## config.mk

```make
export PLATFORM = sky130hd
export DESIGN_NAME = hfifo_bridge
export DESIGN_NICKNAME = d
export VERILOG_FILES = /design/src/rtl/hfb_pkg.sv /design/src/rtl/hfb_word_store.sv /design/src/rtl/hfb_chan_regs.sv /design/src/rtl/hfb_drain_fsm.sv /design/src/rtl/hfifo_bridge.sv
export SDC_FILE = /design/constraint.sdc
export NUM_CORES = 1
export LEC_CHECK = 0
export ABC_AREA = 1
export BUFFER_PORTS_ARGS = -buffer_cell sky130_fd_sc_hd__buf_4
export CORE_ASPECT_RATIO = 0.6
export CORE_MARGIN = 2
export CORE_UTILIZATION = 50
export DETAILED_ROUTE_END_ITERATION = 8
export PLACE_DENSITY = 0.74
export SYNTH_ARGS = -nofsm -noshare
export SYNTH_HDL_FRONTEND = slang
export SYNTH_HIERARCHICAL = 1
export SYNTH_SLANG_ARGS = --single-unit
```

## constraint.sdc

```tcl
create_clock -name clk_i -period 5.1 [get_ports clk_i]
set_input_delay 1.02 -clock clk_i [delete_from_list [all_inputs] [get_ports clk_i]]
set_output_delay 1.02 -clock clk_i [all_outputs]
set_load 0.02 [all_outputs]
```

## src/rtl/hfb_pkg.sv

```systemverilog
package hfb_pkg;
  typedef enum logic [1:0] {
    SEL_CTRL = 2'd0,
    SEL_LEN  = 2'd1,
    SEL_DATA = 2'd2,
    SEL_NONE = 2'd3
  } host_sel_e;

  typedef enum logic {
    DR_IDLE = 1'b0,
    DR_RUN  = 1'b1
  } drain_state_e;

  localparam logic [1:0] MODE_HOST_REQ = 2'd1;
  localparam int STAT_EN_BIT   = 0;
  localparam int STAT_DIR_BIT  = 1;
  localparam int STAT_FULL_BIT = 7;
endpackage

```

## src/rtl/hfb_word_store.sv

```systemverilog
module hfb_word_store #(
  parameter int DW    = 16,
  parameter int DEPTH = 4,
  localparam int IW   = $clog2(DEPTH),
  localparam int CW   = $clog2(DEPTH + 1)
) (
  input  logic          clk_i,
  input  logic          rst_ni,
  input  logic          push_i,
  input  logic [DW-1:0] push_data_i,
  input  logic          pop_i,
  input  logic          clear_i,
  output logic [CW-1:0] fill_o,
  output logic [DW-1:0] head_o,
  output logic          last_o,
  output logic          full_o
);
  logic [DW-1:0] mem_q [DEPTH];
  logic [CW-1:0] fill_q, rd_q;
  logic          full_q;
  logic [CW-1:0] fill_inc;

  assign fill_inc = fill_q + CW'(1);

  always_ff @(posedge clk_i) begin
    if (push_i) mem_q[fill_q[IW-1:0]] <= push_data_i;
  end

  always_ff @(posedge clk_i or negedge rst_ni) begin
    if (!rst_ni) begin
      fill_q <= '0;
      rd_q   <= '0;
      full_q <= 1'b0;
    end else if (clear_i) begin
      fill_q <= '0;
      rd_q   <= '0;
      full_q <= 1'b0;
    end else begin
      if (push_i) begin
        fill_q <= fill_inc;
        if (fill_inc == CW'(DEPTH)) full_q <= 1'b1;
      end
      if (pop_i) rd_q <= rd_q + CW'(1);
    end
  end

  assign fill_o = fill_q;
  assign head_o = mem_q[rd_q[IW-1:0]];
  assign last_o = (rd_q + CW'(1)) == fill_q;
  assign full_o = full_q;
endmodule

```

## src/rtl/hfb_chan_regs.sv

```systemverilog
module hfb_chan_regs #(
  parameter int AW   = 32,
  parameter int CNTW = 24
) (
  input  logic            clk_i,
  input  logic            rst_ni,
  input  logic            load_i,
  input  logic [AW-1:0]   dst_i,
  input  logic [CNTW-1:0] cnt_i,
  input  logic            step_i,
  input  logic            finish_i,
  output logic [AW-1:0]   dst_o,
  output logic [CNTW-1:0] cnt_o,
  output logic            end_o
);
  logic [AW-1:0]   dst_q;
  logic [CNTW-1:0] cnt_q, cnt_after;
  logic            end_q;

  assign cnt_after = step_i ? cnt_q - CNTW'(1) : cnt_q;

  always_ff @(posedge clk_i or negedge rst_ni) begin
    if (!rst_ni) begin
      dst_q <= '0;
      cnt_q <= '0;
      end_q <= 1'b0;
    end else begin
      if (load_i) begin
        dst_q <= dst_i;
        cnt_q <= cnt_i;
        end_q <= 1'b0;
      end
      if (step_i) begin
        dst_q <= dst_q + AW'(2);
        cnt_q <= cnt_after;
      end
      if (finish_i && cnt_after == '0) end_q <= 1'b1;
    end
  end

  assign dst_o = dst_q;
  assign cnt_o = cnt_q;
  assign end_o = end_q;
endmodule

```

## src/rtl/hfb_drain_fsm.sv

```systemverilog
module hfb_drain_fsm
  import hfb_pkg::*;
#(
  parameter int CW   = 3,
  parameter int CNTW = 24
) (
  input  logic            clk_i,
  input  logic            rst_ni,
  input  logic            push_i,
  input  logic [CW-1:0]   fill_i,
  input  logic            kick_i,
  input  logic            src_hit_i,
  input  logic            armed_i,
  input  logic [CNTW-1:0] cnt_i,
  input  logic            last_i,
  input  logic            mem_ready_i,
  output logic            busy_o,
  output logic            mem_valid_o,
  output logic            pop_o,
  output logic            finish_o
);
  drain_state_e state_q;
  logic [CW-1:0] fill_inc;
  logic wr_trig, kick_trig, cnt_zero, cnt_one;

  assign fill_inc  = fill_i + CW'(1);
  assign wr_trig   = push_i && (fill_inc[1:0] == 2'b00) && armed_i;
  // processor-side start: source must point at the FIFO port
  assign kick_trig = kick_i && src_hit_i && armed_i &&
                     (fill_i != '0) && (fill_i[1:0] == 2'b00);
  assign cnt_zero  = cnt_i == '0;
  assign cnt_one   = cnt_i == CNTW'(1);

  assign busy_o      = state_q == DR_RUN;
  assign mem_valid_o = busy_o && !cnt_zero;
  assign pop_o       = mem_valid_o && mem_ready_i;
  assign finish_o    = busy_o && (cnt_zero || (pop_o && (last_i || cnt_one)));

  always_ff @(posedge clk_i or negedge rst_ni) begin
    if (!rst_ni) state_q <= DR_IDLE;
    else begin
      unique case (state_q)
        DR_IDLE: if (wr_trig || kick_trig) state_q <= DR_RUN;
        DR_RUN:  if (finish_o) state_q <= DR_IDLE;
        default: state_q <= DR_IDLE;
      endcase
    end
  end
endmodule

```

## src/rtl/hfifo_bridge.sv

```systemverilog
module hfifo_bridge
  import hfb_pkg::*;
#(
  parameter int          DW             = 16,
  parameter int          DEPTH          = 4,
  parameter int          AW             = 32,
  parameter int          CNTW           = 24,
  parameter logic [31:0] FIFO_PORT_ADDR = 32'h0001_0040,
  localparam int         CW             = $clog2(DEPTH + 1)
) (
  input  logic            clk_i,
  input  logic            rst_ni,
  input  logic            host_we_i,
  input  logic [1:0]      host_sel_i,
  input  logic [DW-1:0]   host_wdata_i,
  output logic [15:0]     status_o,
  output logic [15:0]     len_o,
  output logic            anomaly_o,
  input  logic [1:0]      chan_mode_i,
  input  logic            chan_en_i,
  input  logic [AW-1:0]   chan_src_i,
  input  logic            chan_load_i,
  input  logic [AW-1:0]   chan_dst_i,
  input  logic [CNTW-1:0] chan_cnt_i,
  input  logic            chan_kick_i,
  output logic [AW-1:0]   chan_dst_o,
  output logic [CNTW-1:0] chan_cnt_o,
  output logic            chan_end_o,
  output logic            mem_valid_o,
  input  logic            mem_ready_i,
  output logic [AW-1:0]   mem_addr_o,
  output logic [DW-1:0]   mem_data_o
);
  logic ctrl_wr, len_wr, data_wr, armed, src_hit;
  logic push, pop, finish, busy, last, full;
  logic [CW-1:0] fill;
  logic [15:0] len_q, len_after;
  logic en_q, dir_q, anomaly_q;

  assign ctrl_wr = host_we_i && (host_sel_i == SEL_CTRL);
  assign len_wr  = host_we_i && (host_sel_i == SEL_LEN);
  assign data_wr = host_we_i && (host_sel_i == SEL_DATA);
  assign armed   = (chan_mode_i == MODE_HOST_REQ) && chan_en_i;
  assign src_hit = chan_src_i == AW'(FIFO_PORT_ADDR);
  assign push    = data_wr && en_q && !busy && !full;

  hfb_word_store #(.DW(DW), .DEPTH(DEPTH)) u_store (
    .clk_i, .rst_ni,
    .push_i(push), .push_data_i(host_wdata_i),
    .pop_i(pop), .clear_i(finish),
    .fill_o(fill), .head_o(mem_data_o), .last_o(last), .full_o(full)
  );

  hfb_chan_regs #(.AW(AW), .CNTW(CNTW)) u_chan (
    .clk_i, .rst_ni,
    .load_i(chan_load_i), .dst_i(chan_dst_i), .cnt_i(chan_cnt_i),
    .step_i(pop), .finish_i(finish),
    .dst_o(chan_dst_o), .cnt_o(chan_cnt_o), .end_o(chan_end_o)
  );

  hfb_drain_fsm #(.CW(CW), .CNTW(CNTW)) u_fsm (
    .clk_i, .rst_ni,
    .push_i(push), .fill_i(fill), .kick_i(chan_kick_i),
    .src_hit_i(src_hit), .armed_i(armed), .cnt_i(chan_cnt_o),
    .last_i(last), .mem_ready_i,
    .busy_o(busy), .mem_valid_o, .pop_o(pop), .finish_o(finish)
  );

  assign len_after = pop ? len_q - 16'd1 : len_q;

  always_ff @(posedge clk_i or negedge rst_ni) begin
    if (!rst_ni) begin
      len_q     <= '0;
      en_q      <= 1'b0;
      dir_q     <= 1'b0;
      anomaly_q <= 1'b0;
    end else begin
      anomaly_q <= data_wr && !en_q;
      if (len_wr) len_q <= {host_wdata_i[15:2], 2'b00};
      if (pop) len_q <= len_after;
      if (ctrl_wr) begin
        en_q  <= host_wdata_i[0];
        dir_q <= host_wdata_i[1];
      end
      if (finish && len_after == '0) en_q <= 1'b0;
    end
  end

  always_comb begin
    status_o                = '0;
    status_o[STAT_EN_BIT]   = en_q;
    status_o[STAT_DIR_BIT]  = dir_q;
    status_o[STAT_FULL_BIT] = full;
  end

  assign len_o      = len_q;
  assign anomaly_o  = anomaly_q;
  assign mem_addr_o = chan_dst_o;
endmodule

```

After elaboration in Yosys (flattened, before gate mapping)
Memory sizes are Yosys's and may differ from the RTL's.
Cells that the tools add are included.
Widths: inputs -> output; s select.
- register bits after elaboration: 84
- latch bits: 0
- bits in writable memories: 64
- bits in read-only memories: 0
- input port bits: 115
- output and inout port bits: 139
- word-level logic and storage cells: 91
- memories: 1
- memories (name ; words ; width ; rd ports ; clocked after Yosys merged registers in ; wr ports ; line ; RTL):
    u_store.mem_q ; 4 ; 16 ; 1 ; 0 ; 1 ; hfb_word_store.sv:18 ; logic [DW-1:0] mem_q [DEPTH];
- add/sub/neg operators: 5
- $mul: 0
- divide/modulo/power cells: 0
- order comparisons: 0
- eq/ne operators: 7
- shift-type cells: 0
- multiplexer cells: 24
- bitwise logic cells: 1
- reductions and logical operators: 42
- operators with widths (cell ; count):
    $mux 24 ; 3
    $mux 32 ; 2
    $logic_not 24->1 ; 2
    $mux 16 ; 3
    $add 32x2->32 const B ; 1
    $eq 32x17->1 const B ; 1
    $eq 24x1->1 const B ; 1
    $sub 24x1->24 const B ; 1
    $logic_and 1x1->1 ; 20
    $logic_not 16->1 ; 1
    $sub 16x1->16 const B ; 1
    $reduce_bool 2->1 ; 7
    $mux 3 ; 4
    $mux 1 ; 11
    $add 3x1->3 const B ; 2
    $logic_not 2->1 ; 3
    $eq 2x1->1 const B ; 2
    $logic_not 1->1 ; 4
    $eq 3x3->1 ; 1
    $eq 3x3->1 const B ; 1
    $logic_or 1x1->1 ; 3
    $reduce_bool 3->1 ; 1
    $eq 2x2->1 const B ; 1
    $pmux 1 s2 ; 1
    2 further kinds ; 2

Logic depth before layout (Yosys ltp)
Gate-level depths: netlist (run 1).
- word-level depth: 10
- mapped depth: 21

Modules after synthesis
The synthesis (run 1) kept the hierarchy.
- by module, submodules not included (module ; instances ; cells an instance ; area an instance (um2) ; seq. area each (um2)):
    hfb_chan_regs ; 1 ; 568 ; 3948.8 ; 1426.4
    hfb_word_store ; 1 ; 248 ; 2996.6 ; 2097.0
    hfifo_bridge ; 1 ; 284 ; 1869.3 ; 475.5
    hfb_drain_fsm ; 1 ; 43 ; 212.7 ; 25.0

Worst setup path before layout (run 1)
OpenSTA, ideal clock, no wires.
- path type: input to register
- start: in mem_ready_i
- end: reg u_chan.cnt_q[11], in the netlist u_chan/cnt_o[11]
- arrival: 2458 ps
- required time: 4968 ps
- slack: 2509 ps
- stages: 10
- path through: inv_1 nor2_1 inv_2 nor2_2 nand3_2 nor2_4 nand3_1 xor2_1 a22oi_1 o21ai_0
- cells in the longest elaborated chain, start to end: 3
- elaborated cells between the ends (all ways): 4
- classes of those cells: mux: 2; reduce/logical: 2
- ends and longest elaborated chain (what ; line ; RTL):
    from (decl) ; hfifo_bridge.sv:30 ; input logic mem_ready_i,
    $logic_and 1x1->1 (*) ; hfb_drain_fsm.sv:36 ; assign pop_o = mem_valid_o && mem_ready_i;
    named net pop ; hfifo_bridge.sv:35 ; logic push, pop, finish, busy, last, full;
    $mux 24 ; hfb_chan_regs.sv:20 ; assign cnt_after = step_i ? cnt_q - CNTW'(1) : cnt_q;
    $mux 24 ; hfb_chan_regs.sv:33 ; if (step_i) begin
    to (signal assigned) ; hfb_chan_regs.sv:30 ; cnt_q <= cnt_i;
    to (signal assigned) ; hfb_chan_regs.sv:35 ; cnt_q <= cnt_after;
    to (decl) ; hfb_chan_regs.sv:17 ; logic [CNTW-1:0] cnt_q, cnt_after;
The timed path passes the listed nets; every way through them passes the cells marked *.
A chain may end at the register's enable or synchronous reset.

Worst setup path after layout (run 1)
- start: reg u_store.rd_q[0]
- end: out mem_data_o[9]
- cells in the longest elaborated chain, start to end: 1
- ends and longest elaborated chain (what ; line ; RTL):
    from (decl) ; hfb_word_store.sv:19 ; logic [CW-1:0] fill_q, rd_q;
    from (signal assigned) ; hfb_word_store.sv:43 ; if (pop_i) rd_q <= rd_q + CW'(1);
    $mem_v2 4x16 ; -- ;
    to (decl) ; hfifo_bridge.sv:32 ; output logic [DW-1:0] mem_data_o
Every way passes these cells.

==> flow_summary.yaml, run 1 <==
route:
  viasPerCell: 5.277
  first_pass_iters: 7
  ant_nets: 0
  route.vias.total: 8411
  finalWirelength_um: 26610
  drc: 0
  wl_per_cell_um: 16.69
  drtIter0Drc: 815
clock_tree:
  clock-sinks: 148
  cts_max_path_buffers: 2
  postCtsSetupRepairBufs: 0
  clock_latency_ns: 0.43
  clk_pin_slew_worst_paths_ns: 0.07
  holdBufCountCts: 0
  root_buffer: "clkbuf_16"
  cts_resized: 0
  cts_tree: "built"
  cts-buffers-inserted: 17
  htreeDepth: 4
run_status:
  status: "completed"
final_layout:
  regArea_um2: 4024
  layout.nets: 1466
  fin_util_pct: 63.27
  num_antenna_cells: 0
  multi_input_area_um2: 3971
  drive_gt1_share_pct: 24.67
  final.fill_count: 1569
  syn2layout_area_growth_pct: 25.29
  finish.instance_area_um2: 11310
logic_synthesis:
  syn_avg_cell_area_um2: 7.898
  synthArstFlopShare_pct: 56.76
  yosysTopAreaCellShare_pct: 23.28
  ys_types: 45
  synth_edf_count: 64
  yosys.area.top_type: "dfrtp_1"
  ys_ff_latch: 148
  synthCells: 1143
  synth_area_um2: 9027
  synth-main-ff-cell: "dfrtp_1"
  synth.area.top_cells: "dfrtp_1 23%, edfxtp_1 21%, nand2_1 13%"
  yosys_warnings: 6
  ys_seq_area_share_pct: 44.57
grt:
  grt_overflow: 0
  grt_pass1_wl_um: 40740
  grt_util_all_layers_pct: 27.81
  globalRouteMet3Util_pct: 6.505
  top_usage_layer: "met1"
  grt_use_met2_pct: 38.68
  grt_antenna_before_repair: 0
  groute.layer.met1.usage_pct: 43.09
  grt_start_max_net_pins: 58
  grt_pass1_vias: 7601
placement:
  dpl.hpwl_um: 19720
  port_buffers: 240
  pre_cts_ws_ns: 1.727
  gp_congestion: 0.9374
  dpl_cell_area_um2: 10720
setup_path:
  arrival_ns: 2.42
  regToRegEndpoint: "u_chan/end_o$_DFFE_PN0P_"
  rrSetupSlack_ns: 1.81
  start_kind: "register"
  endpoint_kind: "output port"
  cp.required_ns: 4.08
  r2r_cells: 19
  path_max_fanout: 49
  r2r-start: "u_chan/cnt_o[13]$_DFFE_PN0P_"
  critPathKind: "register to output port"
sta:
  finClkSkew_ns: 0.01250
  tns_ns: 0
  hold_viol: 0
  drv_slew: 0
  setup_viol: 0
  tightest_slew_ns: 0.8905
  clock.fmax_ghz: 0.2907
  min_period_over_period_pct: 67.46
  hold_slack_ns: 0.4979
  timing.final.ws_setup_ns: 1.660
  slew_headroom_pct: 40.57
  layout_min_cycle_time_ns: 3.440
  rsz0062_at_grt: "false"
hold_path:
  hold_path_class: "register to register"
  hp-start: "en_q$_DFFE_PN0P_"
  hold_depth: 1
  min_delay_worst_endpoint: "anomaly_o$_DFF_PN0_"
power:
  power_density_nw_per_um2: 516.0
  peakVddDrop_mv: 0.3057
  leakagePower_uw: 0.005379
flow_run:
  cap_violations: 0
floorplanning:
  die_area_um2: 19180
  io_pins: 254
  die_width_um: 177.5
  die_h_um: 108.1
  coreArea_um2: 17880
  initial_utilization_pct: 50.50
  row_count: 38
[cell usage after synthesis, types with 18 or more instances]
master	count
buf_4	50
dfrtp_1	84
edfxtp_1	64
inv_1	145
nand2_1	315
nand3_1	64
nand4_1	18
nor2_1	133
o211ai_1	31
o21ai_0	40
o221ai_1	23
xor2_1	27
[cells in the final DEF, fill, tap and decap left out, types with 13 or more instances in the layout]
master	n
dfrtp_1	84
clkbuf_16	17
edfxtp_1	64
o21ai_0	40
buf_4	248
nand4_1	18
nor2_2	13
o221ai_1	23
nand2_1	315
inv_1	145
nor2_1	131
o211ai_1	31
conb_1	13
xor2_1	27
nand3_1	64
[stage by stage]
stage               instances  power [uW]
floorplan                1155        3625
global placement         1562        4525
detailed placement       1562        4558
CTS                      1594        5836
global route             1594        6225
finish                   1594        5837
[cell type report]
cell class                 instances  share of cell area (%)
clock buffer                      17                   3.761
timing repair buffer             248                   16.46
tap                              240                   2.655
inverter                         149                   4.989
multi-input combinational        777                   35.11
clock inverter                    15                   1.449
sequential                       148                   35.58
[cells by family after synthesis]
group | Yosys count | synth area share, %
compound gates | 136 | 10.76
simple gates | 587 | 28.11
fa+ha+maj | 10 | 1.386
buf+inv | 230 | 12.10
mux | 1 | 0.1247
xor+xnor | 30 | 2.911
other cells | 1 | 0.04154
flops | 148 | 44.57
[state kept, by name, summed over array words and instances (netlist names)]
name	flops
u_store/rd_q	3
u_chan/cnt_o	24
u_store/mem_q	64
u_chan/end_o	1
dir_q	1
anomaly_o	1
u_fsm/busy_o	1
u_store/full_o	1
u_chan/dst_o	32
u_store/fill_o	3
en_q	1
len_o	16
[worst max-delay path, stage by stage (launching register included)]
cell and delay, ns:
dfrtp_1 0.64, inv_2 0.79, nor2_1 0.09, nor2_1 0.14, o21ai_0 0.09, nand2_1 0.09
buf_4 0.14
[per-layer routing]
metal	vias up	share of wire, %
met3	27	9.5
met5	-	0
met4	0	1.3
li1	4089	-
met2	414	42
met1	3881	48
[where the power goes]
group	switching (uW)	total, uW	leakage, uW	internal, uW
clock network	570	1260	0.000285	694
registers	406	1890	0.00161	1490
logic	1680	2680	0.00349	1000
[how the worst max path moves through the flow]
stage / from / slack, ns / end / cells past startpoint
final: u_store/rd_q[0]$_DFFE_PN0P_ / 1.66 / mem_data_o[9] / 6
after CTS: u_store/rd_q[0]$_DFFE_PN0P_ / 1.64 / mem_data_o[9] / 6
after floorplan: mem_ready_i / 2.51 / u_chan/cnt_o[11]$_DFFE_PN0P_ / 10
after detailed placement: mem_ready_i / 1.73 / u_chan/cnt_o[11]$_DFFE_PN0P_ / 11
after global routing: u_chan/cnt_o[13]$_DFFE_PN0P_ / 1.33 / u_chan/end_o$_DFFE_PN0P_ / 20
after global placement: mem_ready_i / 1.80 / u_chan/cnt_o[11]$_DFFE_PN0P_ / 11
Power figures use the tool's default switching activity.
==> run 2, diff against run 1 <==
--- a/config.mk
+++ b/config.mk
@@ -5,13 +5,13 @@
 export SDC_FILE = /design/constraint.sdc
 export NUM_CORES = 1
 export LEC_CHECK = 0
-export ABC_AREA = 1
+export ABC_AREA = 0
 export BUFFER_PORTS_ARGS = -buffer_cell sky130_fd_sc_hd__buf_4
 export CORE_ASPECT_RATIO = 0.6
 export CORE_MARGIN = 2
 export CORE_UTILIZATION = 50
 export DETAILED_ROUTE_END_ITERATION = 8
-export PLACE_DENSITY = 0.74
+export PLACE_DENSITY = 0.75
 export SYNTH_ARGS = -nofsm -noshare
 export SYNTH_HDL_FRONTEND = slang
 export SYNTH_HIERARCHICAL = 1
==> constraint.sdc (replaced) <==
create_clock -name clk_i -period 3.3 [get_ports clk_i]
set_input_delay 0.66 -clock clk_i [delete_from_list [all_inputs] [get_ports clk_i]]
set_output_delay 0.66 -clock clk_i [all_outputs]
set_load 0.02 [all_outputs]
==> run 2 against run 1 <==
Net effect:
- total power increased by 5.4%
- via count shrank 11%
- worst setup slack got worse by 1.4 ns
- final area down 2.5%
- count of clock-buffer cells in the layout up 3
- clock power rose by 41%
- combinational power fell by 30%
- sequential share of layout area up 0.92 points
- flip-flop and latch count is the same
- non-clock buffer count is 27 higher
- largest power group is now sequential cells
==> flow_summary.yaml, run 2 <==
final_layout:
  final_cell_mix: "274 x buf_4, 84 x dfrtp_1, 66 x nor2_1"
  syn2layout_area_growth_pct: 27.63
  num_antenna_cells: 0
  layout.nets: 1160
  final.fill_count: 1371
  largest_reg_flops: 64
  drive_gt1_share_pct: 32.82
  finish.instance_area_um2: 11030
  final_common_cell: "buf_4"
  fin_util_pct: 64.73
logic_synthesis:
  synthArstFlopShare_pct: 56.76
  yosysMostFrequentCell: "dfrtp_1"
  ys_seq_area_share_pct: 46.57
  synth.area.top_cells: "dfrtp_1 24%, edfxtp_1 22%, buf_4 4.2%"
  ys_ff_latch: 148
  synthCells: 822
  yosys-top-cells-count: "84 x dfrtp_1, 66 x nor2_1, 64 x edfxtp_1"
  yosys_warnings: 6
  yosysTopAreaCellShare_pct: 24.33
  synth_area_um2: 8640
  synth_edf_count: 64
  syn_avg_cell_area_um2: 10.51
  synth-main-ff-cell: "dfrtp_1"
  yosys.area.top_type: "dfrtp_1"
  ys_types: 81
route:
  drtIter0Drc: 856
  drc: 0
  finalWirelength_um: 25330
  wl_per_cell_um: 19.76
  ant_nets: 0
  route.vias.total: 7461
  first_pass_iters: 7
  viasPerCell: 5.820
setup_path:
  crit_slowest_cell: "or4b_2"
  start_kind: "register"
  arrival_ns: 3.41
  cpPeakStageDelay_ns: 0.60
  endpoint_kind: "register"
  path_max_fanout: 10
  critPathKind: "register to register"
  cp.required_ns: 3.64
  cp_cell_sequence: "nor4_1 -> nand2_1 -> o21ai_1 -> and3b_1 -> or4b_2 -> nor3_2 -> o2111ai_1 -> nor4bb_1 -> nand4_1 -> o22ai_1"
clock_tree:
  postCtsSetupRepairBufs: 0
  cts_max_path_buffers: 2
  clk_pin_slew_worst_paths_ns: 0.06
  clock_latency_ns: 0.43
  clock-sinks: 148
  holdBufCountCts: 0
  root_buffer: "clkbuf_16"
  cts_resized: 0
  cts_tree: "built"
  htreeDepth: 4
  cts-buffers-inserted: 17
floorplanning:
  die_area_um2: 18380
  initial_utilization_pct: 50.71
  coreArea_um2: 17040
  io_pins: 254
  row_count: 37
  die_h_um: 105.8
  die_width_um: 173.7
sta:
  tns_ns: 0
  tightest_slew_ns: 0.8035
  min_period_over_period_pct: 92.86
  clock.fmax_ghz: 0.3263
  rsz0062_at_grt: "false"
  drv_slew: 0
  slew_headroom_pct: 46.32
  layout_min_cycle_time_ns: 3.064
  finClkSkew_ns: 0.01324
  hold_slack_ns: 0.2673
  setup_viol: 0
  hold_viol: 0
power:
  peakVddDrop_mv: 0.3344
  leakagePower_uw: 0.004468
  power_density_nw_per_um2: 557.8
  p_total_uw: 6150
grt:
  grt_pass1_vias: 6993
  grt_start_max_net_pins: 77
  grt_pass1_wl_um: 39370
  grt_antenna_before_repair: 0
  grt_overflow: 0
  grt_util_all_layers_pct: 27.96
placement:
  port_buffers: 240
  dpl.hpwl_um: 18260
  dpl_cell_area_um2: 10490
  gp_congestion: 0.9414
run_status:
  status: "completed"
hold_path:
  hold_path_class: "input pin to async pin"
flow_run:
  cap_violations: 0
## run 2: changes by cell type after synthesis, moves of 20 or more
cell	before	now
nand2_1	315	55
nor2_1	133	66
mux2i_1	0	20
nor2b_1	0	27
nand3_1	64	24
inv_1	145	17
o221ai_1	23	0
a211oi_1	2	37
o211ai_1	31	2
a21oi_1	8	49
## run 2: layout make-up
type	count	area, um^2	area share (%)
repair buffers	275	2077	18.84
inverters	17	63.81	0.5787
clock inverters	12	96.34	0.8737
flip-flops and latches	148	4024	36.49
clock buffers	20	436.7	3.960
well taps	234	292.8	2.655
multi-input cells	576	4036	36.61
## run 2: kinds of logic (layout without fill, tap and decap cells)
kind of cell,after synthesis,count (layout),synth area share [%]
AOI/OAI and AO/OA,169,169,13.02
xor gates and xnor gates,44,44,4.634
adders and majority gates,10,10,1.448
buffers and inverters,110,324,7.444
DFF,148,148,46.57
muxes,42,42,7.618
other,1,13,0.04341
and+or+nand+nor,298,298,19.22
## run 2: power by group
group | switching, uW | total (uW) | internal, uW
logic | 1020 | 1870 | 851
registers | 374 | 2500 | 2120
clock network | 806 | 1780 | 976
## run 2: per-stage QoR
| step | std cells | setup slack (ns) |
|---|---|---|
| after floorplan | 834 | 0.4283 |
| after global routing | 1282 | 0.007488 |
| after detailed placement | 1250 | 0.2494 |
| after global placement | 1250 | 0.4036 |
| after CTS | 1282 | 0.2435 |
| final | 1282 | 0.2356 |
## run 2: per-layer routing
metal / vias to the layer above / track usage [%] / wire length (um)
li1: 3449 / - / -
met3: 28 / 7.900 / 2605
met4: 0 / 7.923 / 371
met2: 401 / 40.86 / 10930
met5: - / 0 / 0
met1: 3583 / 40.72 / 11430
## run 2: critical path, delay by kind of cell (launching register included)
kind / cells / cell delay (ns)
compound gates: 3 / 0.39
flops: 1 / 0.50
simple gates: 7 / 2.08
## run 2: worst paths after layout
check | slack (ns) | startpoint | to | cells after the start
worst min register to register | 0.51 | en_q$_DFFE_PN0P_ | anomaly_o$_DFF_PN0_ | 1
max in group asynchronous | 2.26 | rst_ni | u_chan/cnt_o[0]$_DFFE_PN0P_ | 2
worst max-delay path | 0.24 | u_chan/cnt_o[13]$_DFFE_PN0P_ | u_chan/end_o$_DFFE_PN0P_ | 10
worst max register to register | 0.24 | u_chan/cnt_o[13]$_DFFE_PN0P_ | u_chan/end_o$_DFFE_PN0P_ | 10
min in group clk_i | 0.43 | chan_dst_i[0] | u_chan/dst_o[0]$_DFFE_PN0P_ | 3
worst min-delay path | 0.27 | rst_ni | u_chan/dst_o[10]$_DFFE_PN0P_ | 1
